**config.mk**
```make
export PLATFORM = sky130hd
export DESIGN_NAME = ovl_route_tile
export DESIGN_NICKNAME = d
export VERILOG_FILES = /design/src/rtl/ort_pkg.sv /design/src/rtl/ort_cfg_chain.sv /design/src/rtl/ort_switch_box.sv /design/src/rtl/ort_conn_box.sv /design/src/rtl/ovl_route_tile.sv
export SDC_FILE = /design/constraint.sdc
export NUM_CORES = 1
export LEC_CHECK = 0
export BUFFER_PORTS_ARGS = -buffer_cell sky130_fd_sc_hd__buf_4
export CORE_AREA = 2 2 180 182
export DETAILED_ROUTE_END_ITERATION = 7
export DIE_AREA = 0 0 182 184
export GPL_ROUTABILITY_DRIVEN = 0
export SLEW_MARGIN = 20
export SYNTH_ARGS = -nofsm -noshare
export SYNTH_HDL_FRONTEND = slang
export SYNTH_SLANG_ARGS = --single-unit
```
**constraint.sdc**
```tcl
create_clock -name clk -period 4.2 [get_ports clk]
set_input_delay 0.84 -clock clk [delete_from_list [all_inputs] [get_ports clk]]
set_output_delay 0.84 -clock clk [all_outputs]
set_load 0.05 [all_outputs]
```
**src/rtl/ort_pkg.sv**
```systemverilog
package ort_pkg;
    localparam int CHAN_TRK  = 2;
    localparam int SEL_W     = 2;
    localparam int SB_MUXES  = 4;
    localparam int SB_CFG_W  = SB_MUXES * SEL_W;

    typedef struct packed {
        logic             inj1;
        logic             inj0;
        logic [SEL_W-1:0] fu1_sel;
        logic [SEL_W-1:0] fu0_sel;
    } cb_cfg_t;

    localparam int CB_CFG_W = $bits(cb_cfg_t);

    typedef struct packed {
        cb_cfg_t             cbv;
        cb_cfg_t             cbh;
        logic [SB_CFG_W-1:0] sb;
    } tile_cfg_t;

    localparam int TILE_CFG_W = $bits(tile_cfg_t);
endpackage

```
**src/rtl/ort_cfg_chain.sv**
```systemverilog
module ort_cfg_chain #(
    parameter int CFG_W = 20
) (
    input  logic             clk,
    input  logic             rst,
    input  logic             shift_en,
    input  logic             bit_i,
    input  logic             commit,
    output logic [CFG_W-1:0] stage_o,
    output logic [CFG_W-1:0] act_o
);
    typedef struct packed {
        logic [CFG_W-1:0] stage;
        logic [CFG_W-1:0] act;
    } chain_t;

    chain_t st_d, st_q;

    always_comb begin
        st_d = st_q;
        if (commit)
            st_d.act = st_q.stage;
        if (shift_en)
            st_d.stage = {st_q.stage[CFG_W-2:0], bit_i};
    end

    always_ff @(posedge clk) begin
        if (rst) st_q <= '0;
        else     st_q <= st_d;
    end

    assign stage_o = st_q.stage;
    assign act_o   = st_q.act;
endmodule

```
**src/rtl/ort_switch_box.sv**
```systemverilog
module ort_switch_box
    import ort_pkg::*;
#(
    parameter int W = 16
) (
    input  logic [CHAN_TRK*W-1:0] w_i,
    input  logic [CHAN_TRK*W-1:0] s_i,
    input  logic [CHAN_TRK*W-1:0] e_i,
    input  logic [CHAN_TRK*W-1:0] n_i,
    input  logic [SB_CFG_W-1:0]   sel_i,
    output logic [CHAN_TRK*W-1:0] e_o,
    output logic [CHAN_TRK*W-1:0] n_o
);
    for (genvar t = 0; t < CHAN_TRK; t++) begin : g_trk
        localparam int TX = CHAN_TRK - 1 - t;
        logic [SEL_W-1:0] sel_e, sel_n;
        logic [W-1:0]     east_d, north_d;

        assign sel_e = sel_i[SEL_W*t +: SEL_W];
        assign sel_n = sel_i[SEL_W*(CHAN_TRK+t) +: SEL_W];

        always_comb begin
            unique case (sel_e)
                2'd0:    east_d = w_i[W*t  +: W];
                2'd1:    east_d = w_i[W*TX +: W];
                2'd2:    east_d = s_i[W*t  +: W];
                default: east_d = n_i[W*t  +: W];
            endcase
            unique case (sel_n)
                2'd0:    north_d = s_i[W*t  +: W];
                2'd1:    north_d = s_i[W*TX +: W];
                2'd2:    north_d = w_i[W*t  +: W];
                default: north_d = e_i[W*t  +: W];
            endcase
        end

        assign e_o[W*t +: W] = east_d;
        assign n_o[W*t +: W] = north_d;
    end
endmodule

```
**src/rtl/ort_conn_box.sv**
```systemverilog
module ort_conn_box
    import ort_pkg::*;
#(
    parameter int W = 16
) (
    input  logic                  clk,
    input  logic                  rst,
    input  cb_cfg_t               cfg_i,
    input  logic [CHAN_TRK*W-1:0] a_i,
    input  logic [CHAN_TRK*W-1:0] b_i,
    input  logic [W-1:0]          fu_res_i,
    output logic [CHAN_TRK*W-1:0] fu_o,
    output logic [CHAN_TRK*W-1:0] trk_o
);
    localparam int VW = CHAN_TRK * W;

    typedef struct packed {
        logic [VW-1:0] fu;
        logic [VW-1:0] trk;
    } cb_state_t;

    cb_state_t st_d, st_q;

    function automatic logic [W-1:0] pick4(
        input logic [SEL_W-1:0] sel,
        input logic [VW-1:0]    a,
        input logic [VW-1:0]    b
    );
        logic [W-1:0] r;
        unique case (sel)
            2'd0:    r = a[0 +: W];
            2'd1:    r = a[W +: W];
            2'd2:    r = b[0 +: W];
            default: r = b[W +: W];
        endcase
        return r;
    endfunction

    always_comb begin
        st_d = st_q;
        st_d.fu[0 +: W]  = pick4(cfg_i.fu0_sel, a_i, b_i);
        st_d.fu[W +: W]  = pick4(cfg_i.fu1_sel, a_i, b_i);
        st_d.trk[0 +: W] = cfg_i.inj0 ? fu_res_i : a_i[0 +: W];
        st_d.trk[W +: W] = cfg_i.inj1 ? fu_res_i : a_i[W +: W];
    end

    always_ff @(posedge clk) begin
        if (rst) st_q <= '0;
        else     st_q <= st_d;
    end

    assign fu_o  = st_q.fu;
    assign trk_o = st_q.trk;
endmodule

```
**src/rtl/ovl_route_tile.sv**
```systemverilog
module ovl_route_tile
    import ort_pkg::*;
#(
    parameter int TRK_W = 16
) (
    input  logic                      clk,
    input  logic                      rst,
    input  logic                      cfg_en,
    input  logic                      cfg_bit,
    input  logic                      cfg_commit,
    input  logic [CHAN_TRK*TRK_W-1:0] sb_w_i,
    input  logic [CHAN_TRK*TRK_W-1:0] sb_s_i,
    input  logic [CHAN_TRK*TRK_W-1:0] sb_e_i,
    input  logic [CHAN_TRK*TRK_W-1:0] sb_n_i,
    output logic [CHAN_TRK*TRK_W-1:0] sb_e_o,
    output logic [CHAN_TRK*TRK_W-1:0] sb_n_o,
    input  logic [TRK_W-1:0]          fu_res_i,
    input  logic [CHAN_TRK*TRK_W-1:0] cbh_a_i,
    input  logic [CHAN_TRK*TRK_W-1:0] cbh_b_i,
    output logic [CHAN_TRK*TRK_W-1:0] cbh_fu_o,
    output logic [CHAN_TRK*TRK_W-1:0] cbh_trk_o,
    input  logic [CHAN_TRK*TRK_W-1:0] cbv_a_i,
    input  logic [CHAN_TRK*TRK_W-1:0] cbv_b_i,
    output logic [CHAN_TRK*TRK_W-1:0] cbv_fu_o,
    output logic [CHAN_TRK*TRK_W-1:0] cbv_trk_o
);
    localparam int VW     = CHAN_TRK * TRK_W;
    localparam int NUM_CB = 2;

    logic [TILE_CFG_W-1:0] stage_w;
    logic [TILE_CFG_W-1:0] act_w;
    tile_cfg_t             act_cfg;

    ort_cfg_chain #(.CFG_W(TILE_CFG_W)) cfg_i (
        .clk      (clk),
        .rst      (rst),
        .shift_en (cfg_en),
        .bit_i    (cfg_bit),
        .commit   (cfg_commit),
        .stage_o  (stage_w),
        .act_o    (act_w)
    );

    assign act_cfg = tile_cfg_t'(act_w);

    ort_switch_box #(.W(TRK_W)) sb_i (
        .w_i   (sb_w_i),
        .s_i   (sb_s_i),
        .e_i   (sb_e_i),
        .n_i   (sb_n_i),
        .sel_i (act_cfg.sb),
        .e_o   (sb_e_o),
        .n_o   (sb_n_o)
    );

    cb_cfg_t         cb_cfg [NUM_CB];
    logic [VW-1:0]   cb_a   [NUM_CB];
    logic [VW-1:0]   cb_b   [NUM_CB];
    logic [VW-1:0]   cb_fu  [NUM_CB];
    logic [VW-1:0]   cb_trk [NUM_CB];

    assign cb_cfg[0] = act_cfg.cbh;
    assign cb_cfg[1] = act_cfg.cbv;
    assign cb_a[0]   = cbh_a_i;
    assign cb_a[1]   = cbv_a_i;
    assign cb_b[0]   = cbh_b_i;
    assign cb_b[1]   = cbv_b_i;

    for (genvar c = 0; c < NUM_CB; c++) begin : g_cb
        ort_conn_box #(.W(TRK_W)) cb_i (
            .clk      (clk),
            .rst      (rst),
            .cfg_i    (cb_cfg[c]),
            .a_i      (cb_a[c]),
            .b_i      (cb_b[c]),
            .fu_res_i (fu_res_i),
            .fu_o     (cb_fu[c]),
            .trk_o    (cb_trk[c])
        );
    end

    assign cbh_fu_o  = cb_fu[0];
    assign cbh_trk_o = cb_trk[0];
    assign cbv_fu_o  = cb_fu[1];
    assign cbv_trk_o = cb_trk[1];
endmodule

```
* Yosys cells after proc, flatten, opt, wreduce, memory -nomap -nowiden
Cells that the tools add are included.
** Storage, ports and cells
- Bits in read-only memories :: 0
- Bits in latches :: 0
- Memories kept :: 0
- Flip-flop bits (word level) :: 168
- Bits in writable memories :: 0
- Input bits :: 277
** Operators by class
- Shift operators :: 0
- Bitwise logic cells :: 0
- Divide/modulo/power cells :: 0
- Reductions and logical operators :: 8
- $lt $le $gt $ge :: 0
- $add $sub $neg :: 0
- Multipliers :: 0
- Equal/unequal tests :: 16
- Muxes and demuxes :: 12
** Operators by type and width (number)
- 16-bit one-hot mux with 3 select lines :: 8
- 16-bit 2-to-1 mux :: 4
- 2-bit by 1-bit equality test with 1-bit output, second input constant :: 8
- 2-bit equality test, second input constant :: 8
- 2-bit logical NOT :: 8

* Depth between registers and ports, before layout
Gate-level depths: netlist (run 1).
- Depth in word-level cells :: 2
- Gate-level depth with buffers :: 5
- Depth with buffers taken out :: 2

* Modules after synthesis
From an unflattened synthesis (run 1), not the netlist that was laid out.
** Second synthesis, totals
- Cells, all modules :: 712
- Area, all modules :: 9009.9 um^2
** Modules (own cells, without submodules)
- ort_conn_box :: times used 2, sequential area each 1281.2 um^2, cells each 252, area an instance 2880.3 um^2
- ort_switch_box :: times used 1, sequential area each 0.0 um^2, cells each 80, area an instance 1836.8 um^2
- ort_cfg_chain :: times used 1, sequential area each 800.8 um^2, cells each 128, area an instance 1412.6 um^2

* Worst setup path after synthesis (run 1)
No wires, ideal clock.
- Path kind :: input port to output port
- From :: input sb_n_i[0]
- To :: output sb_e_o[0]
- Buffers on the path :: 0
- Path slack :: 1907 ps
- Data arrival time :: 1453 ps
- Cell stages on the path :: 1
- Cell sequence :: mux4_2
** Between the ends
- Cells in the longest elaborated chain, start to end :: 1
** RTL lines
- start: declaration :: RTL line ovl_route_tile.sv:14 : input logic [CHAN_TRK*TRK_W-1:0] sb_n_i,
- 16-bit one-hot mux with 3 select lines :: RTL line ort_switch_box.sv:23 : unique case (sel_e)
- end: declaration :: RTL line ovl_route_tile.sv:15 : output logic [CHAN_TRK*TRK_W-1:0] sb_e_o,
Every way passes these cells.

* Final worst setup path (run 1)
- From :: register cfg_i.st_q (netlist bit cfg_i.act_o[4])
- To :: output sb_n_o[11]
** Between the ends
- Cells in the longest elaborated chain, start to end :: 2
** RTL lines
- start: declaration :: RTL line ort_cfg_chain.sv:17 : chain_t st_d, st_q;
- start signal: assignment :: RTL line ort_cfg_chain.sv:29 : else st_q <= st_d;
- 2-bit equality test (tied with other cells) :: RTL line ort_switch_box.sv:29 : unique case (sel_n)
- 16-bit one-hot mux with 3 select lines (*) :: RTL line ort_switch_box.sv:29
- end: declaration :: RTL line ovl_route_tile.sv:16 : output logic [CHAN_TRK*TRK_W-1:0] sb_n_o,
Every way passes the cells marked *; elsewhere a longest branch is shown, timed or not.

==> impl_metrics.env, run 1 <==
export IMPL_postCtsSetupBuffers=0
export IMPL_timing_rr_end="g_cb[1].cb_i.fu_o[9]"
export IMPL_viasPerCell=4.95
export IMPL_crit_path_start_kind="flip-flop"
export IMPL_whs_ns=0.497
export IMPL_die_h_um=184
export IMPL_fin_crit_ns=3.06
export IMPL_cap_violations=0
export IMPL_setup_violations=0
export IMPL_synth_xor_area_share_pct=0
export IMPL_drt_total_wl_mm=34.9
export IMPL_synthSimpleGateAreaFrac_pct=5.18
export IMPL_drv_slew=0
export IMPL_min_to="cfg_i.act_o[19]"
export IMPL_synthCells=712
export IMPL_place_hpwl_mm=27.2
export IMPL_crit_arrival_ns=2.22
export IMPL_port_buffers=468
export IMPL_clock_sinks=168
export IMPL_grt_pass1_wl_mm=50.3
export IMPL_pre_cts_slack_ns=1.57
export IMPL_grtUsageTotal_pct=20.1
export IMPL_r2r_start="cfg_i.act_o[15]"
export IMPL_dpl_cell_count=1518
export IMPL_muxShareOfSynthArea_pct=44.2
export IMPL_rr_worst_depth=2
export IMPL_cts_hold_buf=0
export IMPL_worst_slew_pin_slew_ns=1.08
export IMPL_hp_start="cfg_i.stage_o[19]"
export IMPL_ys_types=14
export IMPL_ctsResizeCount=0
export IMPL_regToRegSetupSlack_ns=2.56
export IMPL_hold_viol=0
export IMPL_status="finished clean"
export IMPL_syn_num_nets=989
export IMPL_gr_total_overflow=0
export IMPL_ys_ff_latch=168
export IMPL_syn_area_per_cell_um2=11.9
export IMPL_p_per_area_mw_per_mm2=337
export IMPL_synth_compound_area_share_pct=5.44
export IMPL_wl_per_cell_um=22.6
export IMPL_instances_no_fill=1548
export IMPL_firstDrtPassIters=5
export IMPL_grt_met2_usage_pct=33.8
export IMPL_startpoint="cfg_i.act_o[4]"
export IMPL_drt_iter0_drc=410
export IMPL_grt_setup_unrepaired="false"
export IMPL_area_growth_pct=49.0
export IMPL_drc=0
export IMPL_grt_pass1_vias=7770
export IMPL_met3_usage_pct=5.33
export IMPL_cts_root_buf="clkbuf_16"
export IMPL_cts_tree="done"
export IMPL_ir_drop_mv=0.214
export IMPL_path_max_fanout=10
export IMPL_vias=7657
export IMPL_fin_tns_setup_ns=0
export IMPL_clk_path_buf_depth=2
export IMPL_busiest_layer="met2"
export IMPL_fin_ws_ns=1.14
export IMPL_timing_fmax_mhz=327
export IMPL_slew_headroom_pct=27.9
export IMPL_ant_nets=0
export IMPL_fin_nets=1412
export IMPL_clock_skew_ns=0.0232
export IMPL_clk_pin_slew_ns=0.07
export IMPL_synthAdderAreaFrac_pct=0
export IMPL_start_util_pct=27.1
export IMPL_die_w_um=182
export IMPL_antennaDiodeCount=0
export IMPL_hold_path_class="reg2reg"
export IMPL_io_pins=469
export IMPL_grt_use_met1_pct=25.1
export IMPL_drive_gt1_share_pct=51.3
export IMPL_h_tree_depth=4
export IMPL_rows=65
export IMPL_grt_max_degree=66
export IMPL_synth_top_family_by_area="multiplexers"
export IMPL_antenna_found_initial=0
export IMPL_synth_area_mm2=0.00851
export IMPL_core_mm2=0.0314
export IMPL_ys_warn_count=0
export IMPL_die_area_mm2=0.0335
export IMPL_period_share_pct=72.8
export IMPL_insertion_delay_ns=0.44
export IMPL_end_kind="output pin"
export IMPL_holdPathStages=2
export IMPL_required_ns=3.36
export IMPL_p_leak_nw=5.16
export IMPL_numCtsBuffers=17
export IMPL_timing_worst_setup_path_type="reg2out"
export IMPL_synth_seq_area_share_pct=39.5
-- stage by stage --
stage / area [µm²] / power (W) / utilization, %
6_report: 12700 / 0.00427 / 40.4
4_1_cts: 12700 / 0.00431 / 40.4
3_3_place_gp: 12100 / 0.00275 / 38.6
5_1_grt: 12700 / 0.00443 / 40.4
2_1_floorplan: 8510 / 0.00228 / -
3_5_place_dp: 12100 / 0.00276 / 38.6
-- power breakdown --
part	internal (W)	total, W	switching (W)
combinational	0.000408	0.00103	0.000625
sequential	0.00166	0.00169	0.0000256
clock	0.000832	0.00155	0.000718
total	0.00290	0.00427	0.00137
-- final cells by class --
| cell class | count | area, µm² |
|---|---|---|
| fill | 3084 | 18700 |
| multi-input combinational | 472 | 4670 |
| timing repair buffer | 476 | 3570 |
| sequential | 168 | 3370 |
| tap | 402 | 503 |
| clock buffer | 17 | 425 |
| clock inverter | 13 | 136 |
-- registers in the layout, summed over array words and instances, names as in the netlist --
name,flops
cfg_i.act_o,20
cfg_i.stage_o,20
g_cb.cb_i.fu_o,64
g_cb.cb_i.trk_o,64
-- metal layers --
layer / wire length [µm] / up-vias
met3: 2680 / 53
met5: 0 / -
met2: 17000 / 413
li1: - / 3494
met4: 824 / 0
met1: 14400 / 3697
-- worst max-delay path by stage --
stage	slack (ns)	to	cells after the start
2_1_floorplan	1.91	sb_e_o[0]	1
5_1_grt	1.00	sb_n_o[11]	3
4_1_cts	1.10	sb_n_o[11]	3
6_report	1.14	sb_n_o[11]	3
3_5_place_dp	1.57	sb_n_o[10]	3
3_3_place_gp	1.61	sb_n_o[7]	3
-- kinds of logic after synthesis --
| family | Yosys count |
|---|---|
| flip-flops | 168 |
| AND/OR/NAND/NOR | 112 |
| multiplexers | 296 |
| buffers and inverters | 72 |
| AO/OA/AOI/OAI | 64 |
-- worst max-delay path, cell delays in order (launching register included) --
cell	delay, ns
dfxtp_1	0.69
buf_4	0.35
mux4_2	0.54
buf_4	0.21
-- layout by cell type (no fill, tap or decap), drive strengths merged --
| master | instances |
|---|---|
| buf | 476 |
| nand2b | 4 |
| bufinv | 1 |
| nor2 | 104 |
| o22ai | 64 |
| clkinv | 2 |
| inv | 8 |
| mux4 | 64 |
| mux2i | 232 |
| clkinvlp | 2 |
| clkbuf | 17 |
| dfxtp | 168 |
| or2 | 4 |
-- cells in the mapped netlist, drive strengths merged --
master  number  area share [%]
mux2i      232              27
dfxtp      168              40
nor2       104             4.6
mux4        64              17
o22ai       64             5.4
buf         61             5.0
clkbuf      11            0.59
nand2b       4            0.29
or2          4            0.29
(Power assumes the default switching activity.)
==> run 2: changes to the inputs <==
Clock period 4.2 ns to 2.8 ns, I/O delays scaled along.
==> run 2 against run 1 <==
  * Die area unchanged
  * Highest routed layer is now met5
  * Combinational power increased by 51%
  * Critical path depth is the same
  * Sequential share of layout area is 0.44 points lower
  * Sequential power rose by 49%
  * Flip-flop and latch count stayed put
  * Count of clock-buffer cells in the layout up 2
  * Core utilization rose by 0.66 points
  * Global-route usage fell by 0.11 points
  * Largest cell class unchanged
  * Worst hold slack got worse by 0.12 ns
  * Total power increased by 51%
==> impl_metrics.env, run 2 (same netlist as run 1, synthesis figures left out) <==
export IMPL_drt_total_wl_mm=34.8
export IMPL_clock_sinks=168
export IMPL_timing_worst_setup_path_type="reg2out"
export IMPL_total_power_w=0.00643
export IMPL_grt_max_degree=37
export IMPL_die_h_um=184
export IMPL_crit_arrival_ns=1.88
export IMPL_wl_per_cell_um=22.1
export IMPL_path_max_fanout=10
export IMPL_rr_worst_depth=3
export IMPL_drt_iter0_drc=487
export IMPL_crit_path_start_kind="flip-flop"
export IMPL_seqPwrFrac_pct=39.2
export IMPL_grt_pass1_wl_mm=49.9
export IMPL_p_per_area_mw_per_mm2=499
export IMPL_setup_violations=0
export IMPL_layout_commonest_cell="buf_4"
export IMPL_cts_hold_buf=0
export IMPL_timing_rr_end="g_cb[1].cb_i.fu_o[27]"
export IMPL_clk_path_buf_depth=2
export IMPL_p_leak_nw=5.28
export IMPL_r2r_start="cfg_i.act_o[17]"
export IMPL_regToRegSetupSlack_ns=1.23
export IMPL_multiInputGateArea_mm2=0.00467
export IMPL_hold_path_class="in2reg"
export IMPL_io_pins=469
export IMPL_drc=0
export IMPL_power_internal_w=0.00436
export IMPL_die_area_mm2=0.0335
export IMPL_insertion_delay_ns=0.43
export IMPL_fin_crit_ns=2.44
export IMPL_antenna_found_initial=2
export IMPL_final_cell_mix="494 x buf_4, 232 x mux2i_1, 164 x dfxtp_1"
export IMPL_start_util_pct=27.1
export IMPL_vias=7712
export IMPL_grt_pass1_vias=7797
export IMPL_switching_share_pct=32.2
export IMPL_die_w_um=182
export IMPL_period_share_pct=87.0
export IMPL_place_hpwl_mm=27.7
export IMPL_ir_drop_mv=0.342
export IMPL_ctsResizeCount=0
export IMPL_status="finished clean"
export IMPL_firstDrtPassIters=5
export IMPL_core_mm2=0.0314
export IMPL_h_tree_depth=4
export IMPL_instances_no_fill=1572
export IMPL_area_growth_pct=51.5
export IMPL_rows=65
export IMPL_hold_viol=0
export IMPL_hp_start="cfg_bit"
export IMPL_switchingPower_w=0.00207
export IMPL_viasPerCell=4.91
export IMPL_drv_slew=0
export IMPL_timing_fmax_mhz=410
export IMPL_grt_setup_unrepaired="false"
export IMPL_ff_latch_area_mm2=0.00337
export IMPL_clk_pin_slew_ns=0.07
export IMPL_ant_nets=0
export IMPL_min_to="cfg_i.stage_o[0]"
export IMPL_numCtsBuffers=17
export IMPL_gr_total_overflow=0
export IMPL_dpl_cell_count=1539
export IMPL_fin_nets=1433
export IMPL_cap_violations=0
export IMPL_fin_tns_setup_ns=0
export IMPL_drive_gt1_share_pct=52.0
export IMPL_end_kind="output pin"
export IMPL_fillers=3075
export IMPL_required_ns=2.24
export IMPL_cts_tree="done"
export IMPL_worst_slew_pin_slew_ns=0.663
export IMPL_slew_headroom_pct=55.8
export IMPL_p_comb_share_pct=24.2
export IMPL_port_buffers=468
export IMPL_holdPathStages=3
export IMPL_cts_root_buf="clkbuf_16"
export IMPL_grtUsageTotal_pct=20.0
export IMPL_pwr_share_clk_pct=36.5
export IMPL_clock_skew_ns=0.0167
export IMPL_postCtsSetupBuffers=0
==> run 2: per-layer routing <==
layer | vias up | wire (µm) | track usage (%)
met2 | 359 | 17000 | 33.9
met5 | - | 13 | 0
li1 | 3534 | - | -
met3 | 45 | 2380 | 4.89
met4 | 2 | 797 | 6.55
met1 | 3772 | 14500 | 24.9
==> run 2: worst max path at each step <==
stage                     cells past startpoint            from    endpoint
final                                         3  cfg_i.act_o[0]  sb_e_o[13]
after CTS                                     3  cfg_i.act_o[3]  sb_e_o[16]
after global routing                          3  cfg_i.act_o[0]  sb_e_o[12]
after floorplan                               3  cfg_i.act_o[1]  sb_e_o[10]
after global placement                        3  cfg_i.act_o[3]  sb_e_o[16]
after detailed placement                      3  cfg_i.act_o[3]  sb_e_o[16]
==> run 2: cell type report <==
class,instances,share of cell area [%]
antenna,1,0.0194
clock buffer,19,3.36
clock inverter,13,1.09
multi-input combinational,472,36.2
sequential,168,26.1
tap,402,3.90
timing repair buffer,497,29.3
==> run 2: power groups by stage <==
stage	registers, W	clock network [W]	logic, W
after floorplan	0.00292	0	0.000501
after global placement	0.00258	0	0.00155
after detailed placement	0.00258	0	0.00156
after CTS	0.00252	0.00240	0.00156
after global routing	0.00253	0.00250	0.00163
final	0.00252	0.00235	0.00156
==> run 2: per-stage QoR <==
stage | hold slack [ns] | area (µm²) | utilization, % | setup slack (ns)
after global placement | 0.481 | 12300 | 39.2 | 0.792
after global routing | 0.352 | 12900 | 41.0 | 0.271
after CTS | 0.360 | 12900 | 41.0 | 0.327
after detailed placement | 0.487 | 12300 | 39.2 | 0.785
after floorplan | 0.460 | 8510 | - | 0.954
final | 0.378 | 12900 | 41.0 | 0.363
==> run 2: worst max-delay path, cell delays in order (launching register included) <==
cell and delay [ns]:
dfxtp_1 0.60, buf_4 0.30, mux4_2 0.34, buf_4 0.21
==> run 3: changes to the inputs <==
Settings changed: ABC_CLOCK_PERIOD_IN_PS from default to 2400, SKIP_CTS_REPAIR_TIMING from default to 1.
Clock period 2.8 ns to 2.4 ns, I/O delays scaled along.
==> run 3 against run 2 <==
  * Sequential power up 17%
  * Worst setup slack worse by 0.23 ns
  * Clock skew down 0.0032 ns
  * Wire length up 0.47%
  * Final cell count unchanged
  * Via count up 0.70%
  * Clock power up 15%
  * Global-route usage up 0.15 points
  * Non-clock buffer count down 1
  * Combinational power up 17%
  * Critical path depth unchanged
  * Die area unchanged
  * Critical path type unchanged
==> impl_metrics.env, run 3 (same netlist as run 1, synthesis figures left out) <==
export IMPL_busiest_layer="met2"
export IMPL_port_buffers=468
export IMPL_gr_total_overflow=0
export IMPL_drive_gt1_share_pct=52.0
export IMPL_timing_worst_setup_path_type="reg2out"
export IMPL_hold_path_class="in2reg"
export IMPL_drc=0
export IMPL_period_share_pct=94.6
export IMPL_rr_worst_depth=3
export IMPL_grtUsageTotal_pct=20.1
export IMPL_path_max_fanout=17
export IMPL_required_ns=1.92
export IMPL_antenna_found_initial=2
export IMPL_insertion_delay_ns=0.43
export IMPL_clk_path_buf_depth=2
export IMPL_clock_skew_ns=0.0135
export IMPL_path_buf_inv=2
export IMPL_slew_headroom_pct=60.5
export IMPL_crit_family="multiplexers"
export IMPL_rows=65
export IMPL_die_area_mm2=0.0335
export IMPL_multiInputGateArea_mm2=0.00467
export IMPL_numCtsBuffers=17
export IMPL_h_tree_depth=4
export IMPL_path_depth=3
export IMPL_io_pins=469
export IMPL_holdPathStages=3
export IMPL_p_per_area_mw_per_mm2=577
export IMPL_path_cells="buf_12 -> mux4_2 -> buf_4"
export IMPL_fin_nets=1432
export IMPL_core_mm2=0.0314
export IMPL_ir_drop_mv=0.446
export IMPL_p_leak_nw=5.29
export IMPL_drt_total_wl_mm=34.9
export IMPL_grt_pass1_wl_mm=50.2
export IMPL_clock_sinks=168
export IMPL_met3_usage_pct=5.80
export IMPL_setup_violations=0
export IMPL_grt_max_degree=41
export IMPL_timing_fmax_mhz=441
export IMPL_place_hpwl_mm=27.8
export IMPL_ant_nets=0
export IMPL_cts_tree="done"
export IMPL_vias=7766
export IMPL_final_cell_mix="488 x buf_4, 232 x mux2i_1, 164 x dfxtp_1"
export IMPL_drt_iter0_drc=409
export IMPL_hold_viol=0
export IMPL_grt_met2_usage_pct=33.6
export IMPL_cts_root_buf="clkbuf_16"
export IMPL_viasPerCell=4.94
export IMPL_layout_commonest_cell="buf_4"
export IMPL_grt_use_met1_pct=24.4
export IMPL_die_w_um=182
export IMPL_drv_slew=0
export IMPL_total_power_w=0.00747
export IMPL_firstDrtPassIters=5
export IMPL_die_h_um=184
export IMPL_worst_slew_pin_slew_ns=0.592
export IMPL_cp_slowest_stage_delay_ns=0.58
export IMPL_fin_crit_ns=2.27
export IMPL_fillers=3061
export IMPL_grt_setup_unrepaired="false"
export IMPL_grt_pass1_vias=7983
export IMPL_crit_arrival_ns=1.79
export IMPL_clk_pin_slew_ns=0.06
export IMPL_cap_violations=0
export IMPL_end_kind="output pin"
export IMPL_wl_per_cell_um=22.2
export IMPL_status="finished clean"
export IMPL_crit_path_start_kind="flip-flop"
export IMPL_fin_tns_setup_ns=0
export IMPL_start_util_pct=27.1
export IMPL_ff_latch_area_mm2=0.00337
export IMPL_area_growth_pct=52.1
export IMPL_critPathSlowestCell="mux4_2"
## run 3: changes by cell type in the layout (fill, tap and decap cells not counted)
cell and change:
diode_2 +1, inv_8 +1, inv_6 -1, clkinvlp_4 -1, buf_4 -6, clkinv_8 -1
clkinv_4 +2, buf_12 +5
## run 3: worst paths after layout
path	from	end	slack (ns)
max	cfg_i.act_o[1]	sb_e_o[0]	0.13
max reg2reg	cfg_i.act_o[17]	g_cb[1].cb_i.fu_o[19]	0.99
min	cfg_bit	cfg_i.stage_o[0]	0.29
min reg2reg	cfg_i.act_o[11]	cfg_i.act_o[11]	0.49
## run 3: area by class of cell
class	count	area share (%)
Multi-Input combinational cell	472	36.1
Timing Repair Buffer	496	29.6
Sequential cell	168	26.0
Tap cell	402	3.89
Clock buffer	19	3.35
Clock inverter	13	1.05
Antenna cell	2	0.0387
## run 3: report_power, final
group / leakage [nW] / total [W] / internal (W) / switching (W)
clock network: 0.280 / 0.00270 / 0.00146 / 0.00124
registers: 1.39 / 0.00294 / 0.00290 / 0.0000350
logic: 3.62 / 0.00183 / 0.000721 / 0.00111
total: 5.29 / 0.00747 / 0.00509 / 0.00238
## run 3: metrics by stage
| stage | hold WS (ns) | instance area [µm²] | cells | setup WS, ns | utilization [%] |
|---|---|---|---|---|---|
| 3_3_place_gp | 0.464 | 12400 | 1538 | 0.573 | 39.4 |
| 3_5_place_dp | 0.475 | 12400 | 1538 | 0.572 | 39.4 |
| 6_report | 0.293 | 12900 | 1572 | 0.130 | 41.2 |
| 2_1_floorplan | 0.460 | 8510 | 712 | 0.634 | - |
| 4_1_cts | 0.270 | 12900 | 1570 | 0.108 | 41.2 |
| 5_1_grt | 0.281 | 12900 | 1572 | 0.0793 | 41.2 |
## run 3: tightest hold or removal path: cells and delay by family
family / cells / cell delay [ns]
AND/OR/NAND/NOR: 1 / 0.07
multiplexers: 1 / 0.05
buffers and inverters: 1 / 0.07
## run 3: layer usage
metal,wire length [µm],up-vias,part of all wire (%)
met3,2740,62,7.8
li1,-,3537,-
met2,16800,373,48
met4,1090,0,3.1
met5,0,-,0
met1,14300,3794,41
